File: config.mk
export PLATFORM = sky130hd
export DESIGN_NAME = wdog_keyed
export DESIGN_NICKNAME = d
export VERILOG_FILES = /design/src/rtl/wdog_pkg.sv /design/src/rtl/wdog_keygate.sv /design/src/rtl/wdog_downcnt.sv /design/src/rtl/wdog_escalate.sv /design/src/rtl/wdog_keyed.sv
export SDC_FILE = /design/constraint.sdc
export NUM_CORES = 1
export LEC_CHECK = 0
export BUFFER_PORTS_ARGS = -buffer_cell sky130_fd_sc_hd__buf_2
export CORE_ASPECT_RATIO = 1.1
export CORE_MARGIN = 10
export CORE_UTILIZATION = 57
export DETAILED_ROUTE_END_ITERATION = 8
export PLACE_DENSITY = 0.8
export SYNTH_ARGS = -nofsm -noshare
export SYNTH_HDL_FRONTEND = slang
export SYNTH_SLANG_ARGS = --single-unit
export TNS_END_PERCENT = 5
File: constraint.sdc
create_clock -name clk -period 5.75 [get_ports clk]
set_clock_uncertainty 0.2 [all_clocks]
set_input_delay 1.15 -clock clk [delete_from_list [all_inputs] [get_ports clk]]
set_output_delay 1.15 -clock clk [all_outputs]
set_load 0.005 [all_outputs]
File: src/rtl/wdog_pkg.sv
package wdog_pkg;
  // Control word layout; software encodes against these positions.
  localparam int WORD_W  = 16;
  localparam int CNT_W   = 8;
  localparam int CMD_BIT = 8;
  localparam int KEY_LSB = 9;
  localparam int KEY_W   = 7;
  localparam int CW      = CNT_W + 1;

  typedef logic [WORD_W-1:0] word_t;
  typedef logic [CW-1:0]     count_t;

  // Count field to counter value; an all-zero field means a full 2**CNT_W.
  function automatic count_t reload_of(input logic [CNT_W-1:0] field);
    count_t r;
    r = {1'b0, field};
    if (field == '0) r = {1'b1, {CNT_W{1'b0}}};
    return r;
  endfunction

  // A write passes when the stored word is idle or the key is the inverse.
  function automatic logic key_ok(input word_t stored, input word_t incoming);
    return !stored[CMD_BIT] ||
           (incoming[KEY_LSB +: KEY_W] == ~stored[KEY_LSB +: KEY_W]);
  endfunction
endpackage

File: src/rtl/wdog_keygate.sv
module wdog_keygate
  import wdog_pkg::*;
(
  input  logic              clk,
  input  logic              rst_n,
  input  logic              wr_en,
  input  logic [WORD_W-1:0] wr_data,
  output logic              accept
);
  word_t ctrl_q;

  assign accept = wr_en && key_ok(ctrl_q, wr_data);

  always_ff @(posedge clk or negedge rst_n) begin
    if (!rst_n)      ctrl_q <= '0;
    else if (accept) ctrl_q <= wr_data;
  end

  AST_LOCKED_WRITE_IGNORED: assert property (@(posedge clk) disable iff (!rst_n)
    (wr_en && ctrl_q[CMD_BIT] && (wr_data[KEY_LSB +: KEY_W] != ~ctrl_q[KEY_LSB +: KEY_W]))
    |=> $stable(ctrl_q));
  AST_OPEN_WRITE_TAKEN: assert property (@(posedge clk) disable iff (!rst_n)
    (wr_en && !ctrl_q[CMD_BIT]) |=> (ctrl_q == $past(wr_data)));
endmodule

File: src/rtl/wdog_downcnt.sv
module wdog_downcnt
  import wdog_pkg::*;
#(
  parameter int GRACE_TICKS = 1
) (
  input  logic          clk,
  input  logic          rst_n,
  input  logic          load,
  input  logic [CW-1:0] load_cnt,
  input  logic          load_run,
  input  logic          tick,
  input  logic          grace_load,
  input  logic          halt,
  output logic          expire,
  output logic          running
);
  localparam count_t GRACE_V = CW'(GRACE_TICKS);

  count_t cnt_q;
  logic   run_q;

  assign expire  = run_q && tick && !load && (cnt_q == count_t'(1));
  assign running = run_q;

  always_ff @(posedge clk or negedge rst_n) begin
    if (!rst_n) begin
      cnt_q <= '0;
      run_q <= 1'b0;
    end else if (load) begin
      cnt_q <= load_cnt;
      run_q <= load_run;
    end else if (grace_load) begin
      cnt_q <= GRACE_V;
    end else if (halt) begin
      run_q <= 1'b0;
    end else if (run_q && tick) begin
      cnt_q <= cnt_q - count_t'(1);
    end
  end

  AST_RUN_NONZERO: assert property (@(posedge clk) disable iff (!rst_n)
    run_q |-> (cnt_q != '0));
  AST_IDLE_HOLDS: assert property (@(posedge clk) disable iff (!rst_n)
    (!load && !tick) |=> $stable(cnt_q));
  AST_STOP_FROZEN: assert property (@(posedge clk) disable iff (!rst_n)
    (!run_q && !load) |=> ($stable(cnt_q) && !run_q));
endmodule

File: src/rtl/wdog_escalate.sv
module wdog_escalate (
  input  logic clk,
  input  logic rst_n,
  input  logic load,
  input  logic expire,
  output logic grace_load,
  output logic halt,
  output logic nmi,
  output logic rst_req
);
  logic stage_q;
  logic nmi_q;
  logic rst_q;

  assign grace_load = expire && !stage_q;
  assign halt       = expire && stage_q;
  assign nmi        = nmi_q;
  assign rst_req    = rst_q;

  always_ff @(posedge clk or negedge rst_n) begin
    if (!rst_n) begin
      stage_q <= 1'b0;
      nmi_q   <= 1'b0;
      rst_q   <= 1'b0;
    end else if (load) begin
      stage_q <= 1'b0;
      nmi_q   <= 1'b0;
      rst_q   <= 1'b0;
    end else begin
      rst_q <= halt;
      if (grace_load) begin
        stage_q <= 1'b1;
        nmi_q   <= 1'b1;
      end
    end
  end

  AST_RST_SINGLE: assert property (@(posedge clk) disable iff (!rst_n)
    rst_q |=> !rst_q);
  AST_RST_NEEDS_NMI: assert property (@(posedge clk) disable iff (!rst_n)
    rst_q |-> nmi_q);
  AST_WRITE_CLEARS_NMI: assert property (@(posedge clk) disable iff (!rst_n)
    load |=> (!nmi_q && !rst_q));
  AST_NMI_FIRST: assert property (@(posedge clk) disable iff (!rst_n)
    $rose(nmi_q) |-> !rst_q);
endmodule

File: src/rtl/wdog_keyed.sv
module wdog_keyed
  import wdog_pkg::*;
#(
  parameter int GRACE_TICKS = 1
) (
  input  logic        clk,
  input  logic        rst_n,
  input  logic        wr_en,
  input  logic [15:0] wr_data,
  input  logic        tick,
  output logic        nmi,
  output logic        rst_req
);
  logic accept_w;
  logic expire_w;
  logic grace_w;
  logic halt_w;
  logic run_w;

  wdog_keygate u_gate (
    .clk     (clk),
    .rst_n   (rst_n),
    .wr_en   (wr_en),
    .wr_data (wr_data),
    .accept  (accept_w)
  );

  wdog_downcnt #(.GRACE_TICKS(GRACE_TICKS)) u_cnt (
    .clk        (clk),
    .rst_n      (rst_n),
    .load       (accept_w),
    .load_cnt   (reload_of(wr_data[CNT_W-1:0])),
    .load_run   (wr_data[CMD_BIT]),
    .tick       (tick),
    .grace_load (grace_w),
    .halt       (halt_w),
    .expire     (expire_w),
    .running    (run_w)
  );

  wdog_escalate u_esc (
    .clk        (clk),
    .rst_n      (rst_n),
    .load       (accept_w),
    .expire     (expire_w),
    .grace_load (grace_w),
    .halt       (halt_w),
    .nmi        (nmi),
    .rst_req    (rst_req)
  );

  AST_HALT_AFTER_RESET: assert property (@(posedge clk) disable iff (!rst_n)
    rst_req |-> !run_w);
  AST_NO_EXPIRE_ON_WRITE: assert property (@(posedge clk) disable iff (!rst_n)
    accept_w |-> !expire_w);
endmodule

==> flow_metrics.tcl <==
set metrics [dict create \
    power.density_mw_per_mm2 428 \
    synth_fa_ha_area_frac 0.0231 \
    cp_top_family "compound AO/OA/AOI/OAI gates" \
    hp-start "u_gate.ctrl_q[12]$_DFFE_PN0P_" \
    syn_area_sq_mm 0.00108 \
    drtAntennaViolNets 0 \
    die_w_um 61.5 \
    clk_path_buf_depth 2 \
    critPathKind "in -> reg" \
    grt_pass1_wl_mm 3.84 \
    synth_top_family_by_area "simple AND/OR/NAND/NOR gates" \
    final_cell_area_sq_mm 0.00122 \
    postCtsSetupRepairBufs 0 \
    leakage_nw 0.547 \
    clk_latency_ns 0.29 \
    synthSimpleGateAreaFrac 0.227 \
    via_per_inst 5.85 \
    start_kind "input port" \
    r2r_start "u_gate.ctrl_q[15]$_DFFE_PN0P_" \
    postSynthCellCount 107 \
    power_uw 521 \
    synth-seq-area-share 0.463 \
    hold_viol 0 \
    drtIter0Drc 23 \
    setup-violations-final 0 \
    drc 0 \
    tns_ns 0 \
    overflow 0 \
    wl_per_cell_um 14.9 \
    critPathSlowestCell "o22ai_2" \
    rows 16 \
    hold_buffers 0 \
    synth_cell_types 32 \
    grt_usage 0.120 \
    synth_common_cells "dfrtp_1, nand2_1, mux2_2" \
    fmax_mhz 347 \
    cts.sinks 20 \
    startpoint "wr_data[11]" \
    post-route-min-period_ns 2.88 \
    numCtsBuffers 3 \
    synth_seq_cells 20 \
    synth_most_common_cell "dfrtp_1" \
    grt_max_degree 26 \
    io_pins 22 \
    syn_area_per_cell_sq_um 10.1 \
    relSlewSlack 0.353 \
    critical_path.cell_chain "buf_2, xor2_1, nand4_1, o22ai_2, inv_1, mux2_2" \
    yosysTopAreaCellShare 0.463 \
    synth_area_leaders "dfrtp_1, mux2_2, xor2_1, nand2_1, or3_1" \
    clk_pin_slew_ns 0.10 \
    antenna_found_initial 0 \
    n_antenna_cell 0 \
    worstPathRequired_ns 5.74 \
    drt-pass1-iter-count 5 \
    finalMaxSlewViolations 0 \
    place_hpwl_mm 1.72 \
    h-tree-depth 1 \
    gp_congestion 0.867 \
    async_flop_share 1.00 \
    drive_gt1_frac 0.279 \
    start_util 0.600 \
    period_share 0.501 \
    rsz0062_at_grt "no" \
    critPathBufInv 2 \
    synth_compound_area_frac 0.106 \
    fp.dieH_um 65.7 \
    root_buffer "clkbuf_4" \
    yosys_warnings 0 \
    syn_nets 129 \
    vdd_ir_drop_max_mv 0.246 \
    area_delta_synth_final_pct 12.5 \
    cpPeakStageDelay_ns 0.77 \
    synth_xor_area_frac 0.0567 \
    tritoncts "done" \
    layout.nets 153 \
    core_sq_mm 0.00180 \
    ys.flop_type "dfrtp_1" \
    cp_max_fo 25 \
    postPlaceCellArea_sq_mm 0.00119 \
    synthMuxAreaShare 0.0926 \
    worstHoldPathType "reg -> reg" \
    cts_resized 0 \
    first_global_vias 948 \
    portBuffers 21 \
    worstMarginPinSlew_ns 0.971 \
    crit_arrival_ns 2.87 \
    yosysTopAreaCell "dfrtp_1" \
    fp.dieArea_sq_mm 0.00404 \
    synth_edf_count 0 \
    cap_violations 0 \
    endpoint_kind "register" \
    vias 860 \
    wl_mm 2.19 \
    status "finished clean" \
]
-- worst reg2reg max path: cells and delay by family, from the launching register on --
family	cells	cell delay, ns
muxes	1	0.32
buffers and inverters	1	0.23
DFF	1	0.40
AOI/OAI and AO/OA	1	0.77
and+or+nand+nor	1	0.15
xor gates and xnor gates	1	0.17
-- where the power goes --
| group | switching, mW | internal [mW] |
|---|---|---|
| registers | 0.0605 | 0.205 |
| clock network | 0.0389 | 0.0244 |
| logic | 0.0933 | 0.0981 |
-- cell families (layout without fill, tap and decap cells) --
kind of cell / after synthesis / in the layout
and+or+nand+nor: 43 / 43
DFF: 20 / 20
AOI/OAI and AO/OA: 19 / 19
muxes: 9 / 9
xor gates and xnor gates: 7 / 7
buffers and inverters: 7 / 29
adders and majority gates: 2 / 2
-- metal layers --
layer | GRT usage | up-vias | share of wire
li1 | - | 435 | -
met1 | 0.139 | 399 | 0.43
met2 | 0.200 | 22 | 0.49
met3 | 0.0308 | 4 | 0.063
met4 | 0.0503 | 0 | 0.016
met5 | 0 | - | 0
-- area by class of cell --
class	instances	area, sq um
clock buffer	3	22.5
inverter	5	18.8
timing repair buffer	21	105
tap	18	22.5
sequential	20	500
multi-input combinational	80	547
fill	158	586
-- registers in the layout, summed over array words and instances, names as in the netlist --
| signal | count |
|---|---|
| u_cnt.cnt_q | 9 |
| u_gate.ctrl_q | 8 |
| u_cnt.running | 1 |
| u_esc.rst_req | 1 |
| u_esc.stage_q | 1 |
-- placed cells by master (no fill, tap or decap), types with 3 or more instances in the layout --
cell type	instances
a21oi_1	6
buf_2	21
clkbuf_4	3
dfrtp_1	20
inv_1	5
mux2_2	8
nand2_1	10
nor2_1	6
nor3_1	6
nor4_1	3
o21ai_1	5
or3_1	5
xor2_1	7
-- per-stage QoR --
| step | worst slack, ns | cells | util | hold WS [ns] |
|---|---|---|---|---|
| 6_report | 2.87 | 147 | 0.675 | 0.335 |
| 5_1_grt | 2.65 | 147 | 0.675 | 0.353 |
| 4_1_cts | 2.86 | 147 | 0.675 | 0.342 |
| 3_5_place_dp | 2.56 | 144 | 0.663 | 0.317 |
| 3_3_place_gp | 2.61 | 144 | 0.663 | 0.310 |
| 2_1_floorplan | 3.17 | 107 | - | 0.291 |
-- final timing paths --
| check | slack, ns | depth (start not counted) | endpoint |
|---|---|---|---|
| max | 2.87 | 6 | u_cnt.cnt_q[1]$_DFFE_PN0P_ |
| min | 0.33 | 1 | u_gate.ctrl_q[12]$_DFFE_PN0P_ |
| max in group asynchronous | 4.46 | 1 | u_cnt.cnt_q[4]$_DFFE_PN0P_ |
| min reg2reg | 0.33 | 1 | u_gate.ctrl_q[12]$_DFFE_PN0P_ |
| max reg2reg | 3.41 | 5 | u_cnt.cnt_q[1]$_DFFE_PN0P_ |
| min in group asynchronous | 0.58 | 1 | u_esc.rst_req$_DFF_PN0_ |
No activity file was read; power rests on OpenSTA's default activity.
